==> src/rtl/cmp_pkg.sv <==
package cmp_pkg;
  localparam int SEL_W = 2;
  localparam int CFG_W = 6 + SEL_W;

  typedef struct packed {
    logic [SEL_W-1:0] inSel;
    logic             irqEn;
    logic             fallEn;
    logic             riseEn;
    logic             syncMode;
    logic             polarity;
    logic             enable;
  } cfg_t;

  typedef struct packed {
    logic clrFlag;
  } strobe_t;
endpackage

==> src/rtl/cmp_ctrl.sv <==
module cmp_ctrl
  import cmp_pkg::*;
(
  input  logic             clk,
  input  logic             rstN,
  input  logic             cfgWr,
  input  logic [CFG_W-1:0] cfgData,
  input  logic             flagClr,
  output cfg_t             cfg,
  output strobe_t          strobes
);
  always_ff @(posedge clk or negedge rstN) begin
    if (!rstN) cfg <= '0;
    else if (cfgWr) cfg <= cfg_t'(cfgData);
  end

  always_comb begin
    strobes = '0;
    strobes.clrFlag = flagClr;
  end

  // a write lands the exact word at the next edge
  a_r12_cfg_write: assert property (@(posedge clk) disable iff (!rstN)
    cfgWr |=> (cfg == cfg_t'($past(cfgData))));
  // without a write the configuration does not move
  a_r12_cfg_hold: assert property (@(posedge clk) disable iff (!rstN)
    !cfgWr |=> $stable(cfg));
endmodule

==> src/rtl/cmp_datapath.sv <==
module cmp_datapath
  import cmp_pkg::*;
#(
  parameter int SYNC_STAGES = 2
)(
  input  logic    clk,
  input  logic    rstN,
  input  logic    rawIn,
  input  logic    tmrClk,
  input  cfg_t    cfg,
  input  strobe_t strobes,
  output logic    cmpOut,
  output logic    intFlag
);
  localparam int LAST = SYNC_STAGES - 1;

  logic [SYNC_STAGES-1:0] syncChain;

  generate
    for (genvar i = 0; i < SYNC_STAGES; i++) begin : g_sync
      if (i == 0) begin : g_first
        always_ff @(posedge clk or negedge rstN) begin
          if (!rstN) syncChain[0] <= 1'b0;
          else       syncChain[0] <= rawIn;
        end
      end else begin : g_next
        always_ff @(posedge clk or negedge rstN) begin
          if (!rstN) syncChain[i] <= 1'b0;
          else       syncChain[i] <= syncChain[i-1];
        end
      end
    end
  endgenerate

  logic gatedIn, directOut;
  logic tmrPrev, tmrFall, syncHeld;
  logic prevOut, riseHit, fallHit;

  assign gatedIn   = cfg.enable & syncChain[LAST];
  assign directOut = gatedIn ^ cfg.polarity;
  assign tmrFall   = tmrPrev & ~tmrClk;

  always_ff @(posedge clk or negedge rstN) begin
    if (!rstN) begin
      tmrPrev  <= 1'b0;
      syncHeld <= 1'b0;
    end else begin
      tmrPrev <= tmrClk;
      if (tmrFall) syncHeld <= directOut;
    end
  end

  assign cmpOut  = cfg.syncMode ? syncHeld : directOut;
  assign riseHit = cfg.riseEn & cmpOut & ~prevOut;
  assign fallHit = cfg.fallEn & ~cmpOut & prevOut;

  always_ff @(posedge clk or negedge rstN) begin
    if (!rstN) begin
      prevOut <= 1'b0;
      intFlag <= 1'b0;
    end else begin
      prevOut <= cmpOut;
      intFlag <= (intFlag & ~strobes.clrFlag) | riseHit | fallHit;
    end
  end

  // a disabled comparator shows only the polarity bit
  a_r2_disabled: assert property (@(posedge clk) disable iff (!rstN)
    (!cfg.enable && !cfg.syncMode) |-> (cmpOut == cfg.polarity));
  // the re-timed value moves only on a timer falling edge
  a_r3_sync_hold: assert property (@(posedge clk) disable iff (!rstN)
    !tmrFall |=> $stable(syncHeld));
  // the flag is sticky without a clear
  a_r6_flag_hold: assert property (@(posedge clk) disable iff (!rstN)
    (intFlag && !strobes.clrFlag) |=> intFlag);
  // a clear with no edge drops the flag
  a_r6_flag_clear: assert property (@(posedge clk) disable iff (!rstN)
    (strobes.clrFlag && !riseHit && !fallHit) |=> !intFlag);
  // an enabled edge always leaves the flag set
  a_r7_set_wins: assert property (@(posedge clk) disable iff (!rstN)
    (riseHit || fallHit) |=> intFlag);
endmodule

==> src/rtl/cmp_cond.sv <==
module cmp_cond
  import cmp_pkg::*;
#(
  parameter int SYNC_STAGES = 2
)(
  input  logic             clk,
  input  logic             rstN,
  input  logic             rawIn,
  input  logic             tmrClk,
  input  logic             cfgWr,
  input  logic [CFG_W-1:0] cfgData,
  input  logic             flagClr,
  output logic             cmpOut,
  output logic             intFlag,
  output logic             irq,
  output logic [SEL_W-1:0] inSel
);
  cfg_t    cfg;
  strobe_t strobes;

  cmp_ctrl i_ctrl (
    .clk(clk), .rstN(rstN), .cfgWr(cfgWr), .cfgData(cfgData),
    .flagClr(flagClr), .cfg(cfg), .strobes(strobes)
  );

  cmp_datapath #(.SYNC_STAGES(SYNC_STAGES)) i_dp (
    .clk(clk), .rstN(rstN), .rawIn(rawIn), .tmrClk(tmrClk),
    .cfg(cfg), .strobes(strobes), .cmpOut(cmpOut), .intFlag(intFlag)
  );

  assign irq   = intFlag & cfg.irqEn;
  assign inSel = cfg.inSel;

  // no request without a pending flag
  a_r9_irq_flag: assert property (@(posedge clk) disable iff (!rstN)
    irq |-> intFlag);
endmodule

==> config.mk <==
export PLATFORM = sky130hd
export DESIGN_NAME = cmp_cond
export DESIGN_NICKNAME = d
export VERILOG_FILES = /design/src/rtl/cmp_pkg.sv /design/src/rtl/cmp_ctrl.sv /design/src/rtl/cmp_datapath.sv /design/src/rtl/cmp_cond.sv
export SDC_FILE = /design/constraint.sdc
export NUM_CORES = 1
export LEC_CHECK = 0
export ABC_AREA = 1
export BUFFER_PORTS_ARGS = -buffer_cell sky130_fd_sc_hd__buf_2
export CORE_ASPECT_RATIO = 0.9
export CORE_MARGIN = 2
export CORE_UTILIZATION = 30
export CTS_CLUSTER_SIZE = 25
export DETAILED_ROUTE_END_ITERATION = 8
export GPL_TIMING_DRIVEN = 0
export MAX_ROUTING_LAYER = met4
export PLACE_DENSITY_LB_ADDON = 0.3
export SKIP_CTS_REPAIR_TIMING = 1
export SLEW_MARGIN = 10
export SYNTH_ARGS = -nofsm -noshare
export SYNTH_HDL_FRONTEND = slang
export SYNTH_HIERARCHICAL = 1
export SYNTH_SLANG_ARGS = --single-unit
==> constraint.sdc <==
create_clock -name clk -period 2.52 [get_ports clk]
set_input_delay 0.378 -clock clk [delete_from_list [all_inputs] [get_ports clk]]
set_output_delay 0.378 -clock clk [all_outputs]
set_load 0.02 [all_outputs]
==> impl_metrics.toml, run 1 <==
[synthesis]
ys_ff_latch = 14
avgSynthCellArea_um2 = 8.54
synthCells = 68
syn_nets = 82
yosysWarningCount = 6
synth-xor-area-share = 0
yosysUniqueCellTypes = 10
synth_top_family_by_area = "simple AND/OR/NAND/NOR gates"
syn_area_um2 = 581
synthAdderAreaFrac = 0
yosysSeqAreaShare = 0.603
synth_compound_area_frac = 0.0151
synthMuxAreaShare = 0
yosys.area_share.simple = 0.291

[clock_tree]
clock-sinks = 14
clkLatencyLatePin_ns = 0.28
tritoncts = "built"
cts_buffers = 3
clkTransAtPathRegs_ns = 0.09
cts_buffer_depth = 2
ctsRootBufferMaster = "clkbuf_4"
cts-htree-levels = 1

[flow_run]
cap_violations = 0

[worst_setup_path]
crit_type = "reg -> out"
worstPathRequired_ns = 2.14
crit_buf_inv = 2
cp_slowest_stage_delay_ns = 0.40
cp_num_cells = 6
cp.arrival_ns = 1.21
crit_top_cell = "nand2_2"
rrSetupSlack_ns = 1.58
cp-end-kind = "output pin"
crit_start = "i_ctrl/cfg[1]"
cp_slowest_cell = "dfrtp_1"
cp_cell_sequence = "inv_1, nand3_1, nand2_2, nand2_2, nand2_1, buf_2"
timing.rr.start = "i_ctrl/cfg[1]"
startpoint_type = "register"
crit_end = "cmpOut"
reg2reg_depth = 6
crit_fanout = 3
cpLargestDelayFamily = "flip-flops"
rr_endpoint = "i_dp/intFlag"

[global_route]
grt_pass1_wl_mm = 1.77
grt_max_degree = 15
track_usage = 0.113
antenna_found_initial = 0
grt_pass1_vias = 402
grt_remaining_overflow = 0

[final_layout]
layout.cells.non_filler = 114
fill_cells = 207
drive_above_1_share = 0.292
fin_util = 0.393
antennaDiodeCount = 0
synthToLayoutAreaGrowth_pct = 27.2
nNetsFinal = 104
final_cell_mix = "nand2_1 (33), buf_2 (16), dfrtp_1 (14)"
final_common_cell = "nand2_1"
final_cell_area_um2 = 738

[floorplan]
num_rows = 15
start_util = 0.309
die_w_um = 50.4
die_h_um = 45.7
core-area_um2 = 1880
die_area_um2 = 2300
num_io_pins = 19

[power_and_ir_drop]
peakVddDrop_mv = 0.331
power_density_nw_per_um2 = 688
fin_total_pwr_uw = 508
leakagePower_nw = 0.433

[sta]
drv_slew = 0
hold_violations = 0
hold_ws_ns = 0.194
finalWorstSetupSlack_ns = 0.934
finalSetupViolations = 0
skew_ns = 0.00511
rsz0062_at_grt = "false"
max_freq_mhz = 631
finalCriticalPeriod_ns = 1.59
period_share = 0.629
max-slew-margin-rel = 0.787
worst_slew_pin_slew_ns = 0.319
tns_ns = 0

[place]
dpl.cell_count = 109
port_buffers = 16
dp_hpwl_um = 794
place_area_um2 = 692
gp_congestion = 0.687
place_ws_ns = 1.24

[routing]
drtPass1Iterations = 4
wl_mm = 1.06
vias_per_cell = 4.05
drt_iter0_drc = 9
route.detailed.drc = 0
final_antenna_net_count = 0
drt-wirelength-per-cell_um = 9.30
routed-via-count = 462

[min_path]
hp-class = "in -> reg"
hold_depth = 1

[outcome]
status = "completed"
## synth_stat cells
cell     instances  area share
nand3_1          5       0.043
nand2_1         33        0.21
nand2_2          2       0.022
inv_1            8       0.052
a21oi_2          1       0.015
dfrtp_1         14        0.60
buf_6            1       0.019
buf_4            1       0.013
nor2_1           2       0.013
inv_2            1      0.0065
## worst min path at each step
stage | from | end | slack [ns]
detailed placement | rstN | i_dp/tmrPrev | 0.29
global placement | rstN | i_dp/tmrPrev | 0.29
floorplan | rstN | i_ctrl/cfg[0] | 0.08
global route | rawIn | i_dp/syncChain[0] | 0.17
CTS | rstN | i_ctrl/cfg[2] | -0.03
finish | rawIn | i_dp/syncChain[0] | 0.19
## metal layers
layer / global-route usage / vias up / share of wire / routed length (µm)
met2: 0.171 / 19 / 0.47 / 496
met3: 0.0592 / 0 / 0.078 / 83
met1: 0.127 / 200 / 0.45 / 480
met4: 0.0486 / 0 / 0 / 0
li1: - / 243 / - / -
met5: - / - / 0 / 0
## power breakdown
group	switching [mW]	internal (mW)
combinational	0.0523	0.0343
clock	0.0723	0.0879
sequential	0.0137	0.248
total	0.138	0.370
## cell type report
cell class,count,area [µm²],area share
buffer,2,18.8,0.0254
clock buffer,4,36.3,0.0492
inverter,9,33.8,0.0458
multi-input combinational,43,178,0.241
sequential,14,350,0.475
tap,25,31.3,0.0424
timing repair buffer,17,90.1,0.122
## registers in the layout (all words and copies together) (netlist names)
name / flops
i_ctrl/cfg: 8
i_dp/syncChain: 2
i_dp/intFlag: 1
i_dp/prevOut: 1
i_dp/syncHeld: 1
i_dp/tmrPrev: 1
## kinds of logic (layout without fill, tap and decap cells)
family / count (synthesis) / after routing
AOI/OAI and AO/OA: 1 / 1
buffers and inverters: 11 / 32
DFF: 14 / 14
and+or+nand+nor: 42 / 42
Power figures use the tool's default switching activity.
==> run 2: changes to the inputs <==
==> constraint.sdc (replaced) <==
create_clock -name clk -period 1.31 [get_ports clk]
set_input_delay 0.1965 -clock clk [delete_from_list [all_inputs] [get_ports clk]]
set_output_delay 0.1965 -clock clk [all_outputs]
set_load 0.02 [all_outputs]
==> run 2 against run 1 <==
Net effect: the run now ends with setup timing left; total power is 99% higher; clock-buffer cell count stayed put; non-clock buffer count is 5 higher; flip-flop and latch count stayed put; via count is 4.3% higher; first-iteration DRC count is 11% lower; design area is 7.6% higher; critical path depth stayed put; utilization is 3.0 points higher; register-to-register slack worse by 1.2 ns; critical path type unchanged; largest cell class unchanged.
==> impl_metrics.toml, run 2 (synthesis gave the netlist of run 1 again) <==
[clock_tree]
clkLatencyLatePin_ns = 0.28
ctsRootBufferMaster = "clkbuf_4"
clock-sinks = 14
cts_buffers = 3
cts-htree-levels = 1
clkTransAtPathRegs_ns = 0.09
tritoncts = "built"
cts_buffer_depth = 2

[min_path]
hp-class = "in -> reg"

[final_layout]
final_cell_mix = "nand2_1 (31), buf_2 (15), dfrtp_1 (14)"
multiInputGateArea_um2 = 188
fin_util = 0.423
layout.cells.non_filler = 119
regArea_um2 = 350
synthToLayoutAreaGrowth_pct = 36.9
antennaDiodeCount = 0
largest_reg_flops = 8
final_common_cell = "nand2_1"
fill_cells = 202
nNetsFinal = 109
largest_register = "i_ctrl/cfg"
drive_above_1_share = 0.351
reg_top3 = "i_ctrl/cfg x8, i_dp/syncChain x2"

[worst_setup_path]
crit_type = "reg -> out"
crit_start = "i_ctrl/cfg[1]"
crit_fanout = 3
startpoint_type = "register"
rrSetupSlack_ns = 0.35
rr_endpoint = "i_dp/intFlag"
cp-end-kind = "output pin"
crit_end = "cmpOut"
worstPathRequired_ns = 1.11
timing.rr.start = "i_ctrl/cfg[1]"
reg2reg_depth = 6
cp.arrival_ns = 1.16

[place]
dp_hpwl_um = 794
place_ws_ns = 0.213
dpl.cell_count = 109
port_buffers = 16
gp_congestion = 0.687

[outcome]
status = "finished with violations"
violations = "setup timing"

[routing]
highest_layer = "met3"
drt_iter0_drc = 8
wl_met2_um = 526
vias_per_cell = 4.05
routed-via-count = 482
wl_met3_um = 80
met1_length_um = 484
route.detailed.drc = 0
final_antenna_net_count = 0
drt-wirelength-per-cell_um = 9.18
drtPass1Iterations = 4
wl_mm = 1.09

[sta]
finalCriticalPeriod_ns = 1.36
hold_violations = 0
skew_ns = 0.00438
rsz0062_at_grt = "true"
period_share = 1.04
drv_slew = 0
max-slew-margin-rel = 0.787
max_freq_mhz = 736
finalWorstSetupSlack_ns = -0.0494
worst_slew_pin_slew_ns = 0.319
tns_ns = -0.0494
finalSetupViolations = 1

[floorplan]
num_rows = 15
num_io_pins = 19
die_h_um = 45.7
die_w_um = 50.4
die_area_um2 = 2300
core-area_um2 = 1880
start_util = 0.309

[global_route]
grt_remaining_overflow = 0
antenna_found_initial = 0
grt_max_degree = 15
grt_pass1_vias = 402
track_usage = 0.113
grt_pass1_wl_mm = 1.77

[power_and_ir_drop]
peakVddDrop_mv = 0.665
leakagePower_nw = 0.459
power.share.clock = 0.306
fin_total_pwr_mw = 1.01
power_frac_comb = 0.195
power_density_nw_per_um2 = 1270
seq_power_share = 0.499
power.switching_uw = 275
netSwitchingFraction = 0.272
internal_power_uw = 736

[flow_run]
cap_violations = 0
==> run 2: cell types whose count changed in the layout (fill, tap and decap cells not counted) <==
| cell | before | now |
|---|---|---|
| buf_4 | 1 | 5 |
| buf_6 | 1 | 2 |
| nand3_1 | 5 | 4 |
| nand2_1 | 33 | 31 |
| buf_2 | 16 | 15 |
| nand2_2 | 2 | 4 |
| dlygate4sd3_1 | 1 | 2 |
| nand3_2 | 0 | 1 |
==> run 2: worst max-delay path, cell delays in order, from the launching register on <==
cell	delay [ns]
dfrtp_1	0.41
inv_1	0.07
nand3_2	0.07
nand2_2	0.09
nand2_2	0.06
nand2_2	0.07
buf_6	0.11
==> run 2: through the flow <==
step,area [µm²],hold slack [ns]
finish,795,0.0378
global route,795,0.0160
CTS,728,-0.207
detailed placement,692,0.112
global placement,692,0.105
floorplan,581,-0.0991
==> run 2: layout make-up <==
cell class                 count  share of cell area
clock buffer                   4              0.0457
tap                           25              0.0394
buffer                         2              0.0236
inverter                       9              0.0425
multi-input combinational     43               0.236
sequential                    14               0.441
timing repair buffer          22               0.172
==> run 2: how the worst min path moves through the flow <==
| stage | from | cells past startpoint | endpoint | slack, ns |
|---|---|---|---|---|
| final | tmrClk | 1 | i_dp/tmrPrev | 0.04 |
| after global routing | tmrClk | 1 | i_dp/tmrPrev | 0.02 |
| after CTS | rstN | 1 | i_ctrl/cfg[2] | -0.21 |
| after detailed placement | rstN | 1 | i_dp/tmrPrev | 0.11 |
| after global placement | rstN | 1 | i_dp/tmrPrev | 0.11 |
| after floorplan | rstN | 0 | i_ctrl/cfg[0] | -0.1 |
==> run 2: power by group through the flow <==
| stage | Combinational (mW) | Clock [mW] | Sequential [mW] |
|---|---|---|---|
| after floorplan | 0.0908 | 0 | 0.523 |
| after global placement | 0.164 | 0 | 0.510 |
| after detailed placement | 0.167 | 0 | 0.512 |
| after global routing | 0.222 | 0.352 | 0.512 |
| final | 0.197 | 0.310 | 0.504 |
| after CTS | 0.167 | 0.325 | 0.504 |
==> run 2: per-layer routing <==
metal / global-route usage / vias to the layer above
met5: - / -
met4: 0.0486 / 0
met3: 0.0592 / 0
met2: 0.171 / 18
met1: 0.127 / 211
li1: - / 253
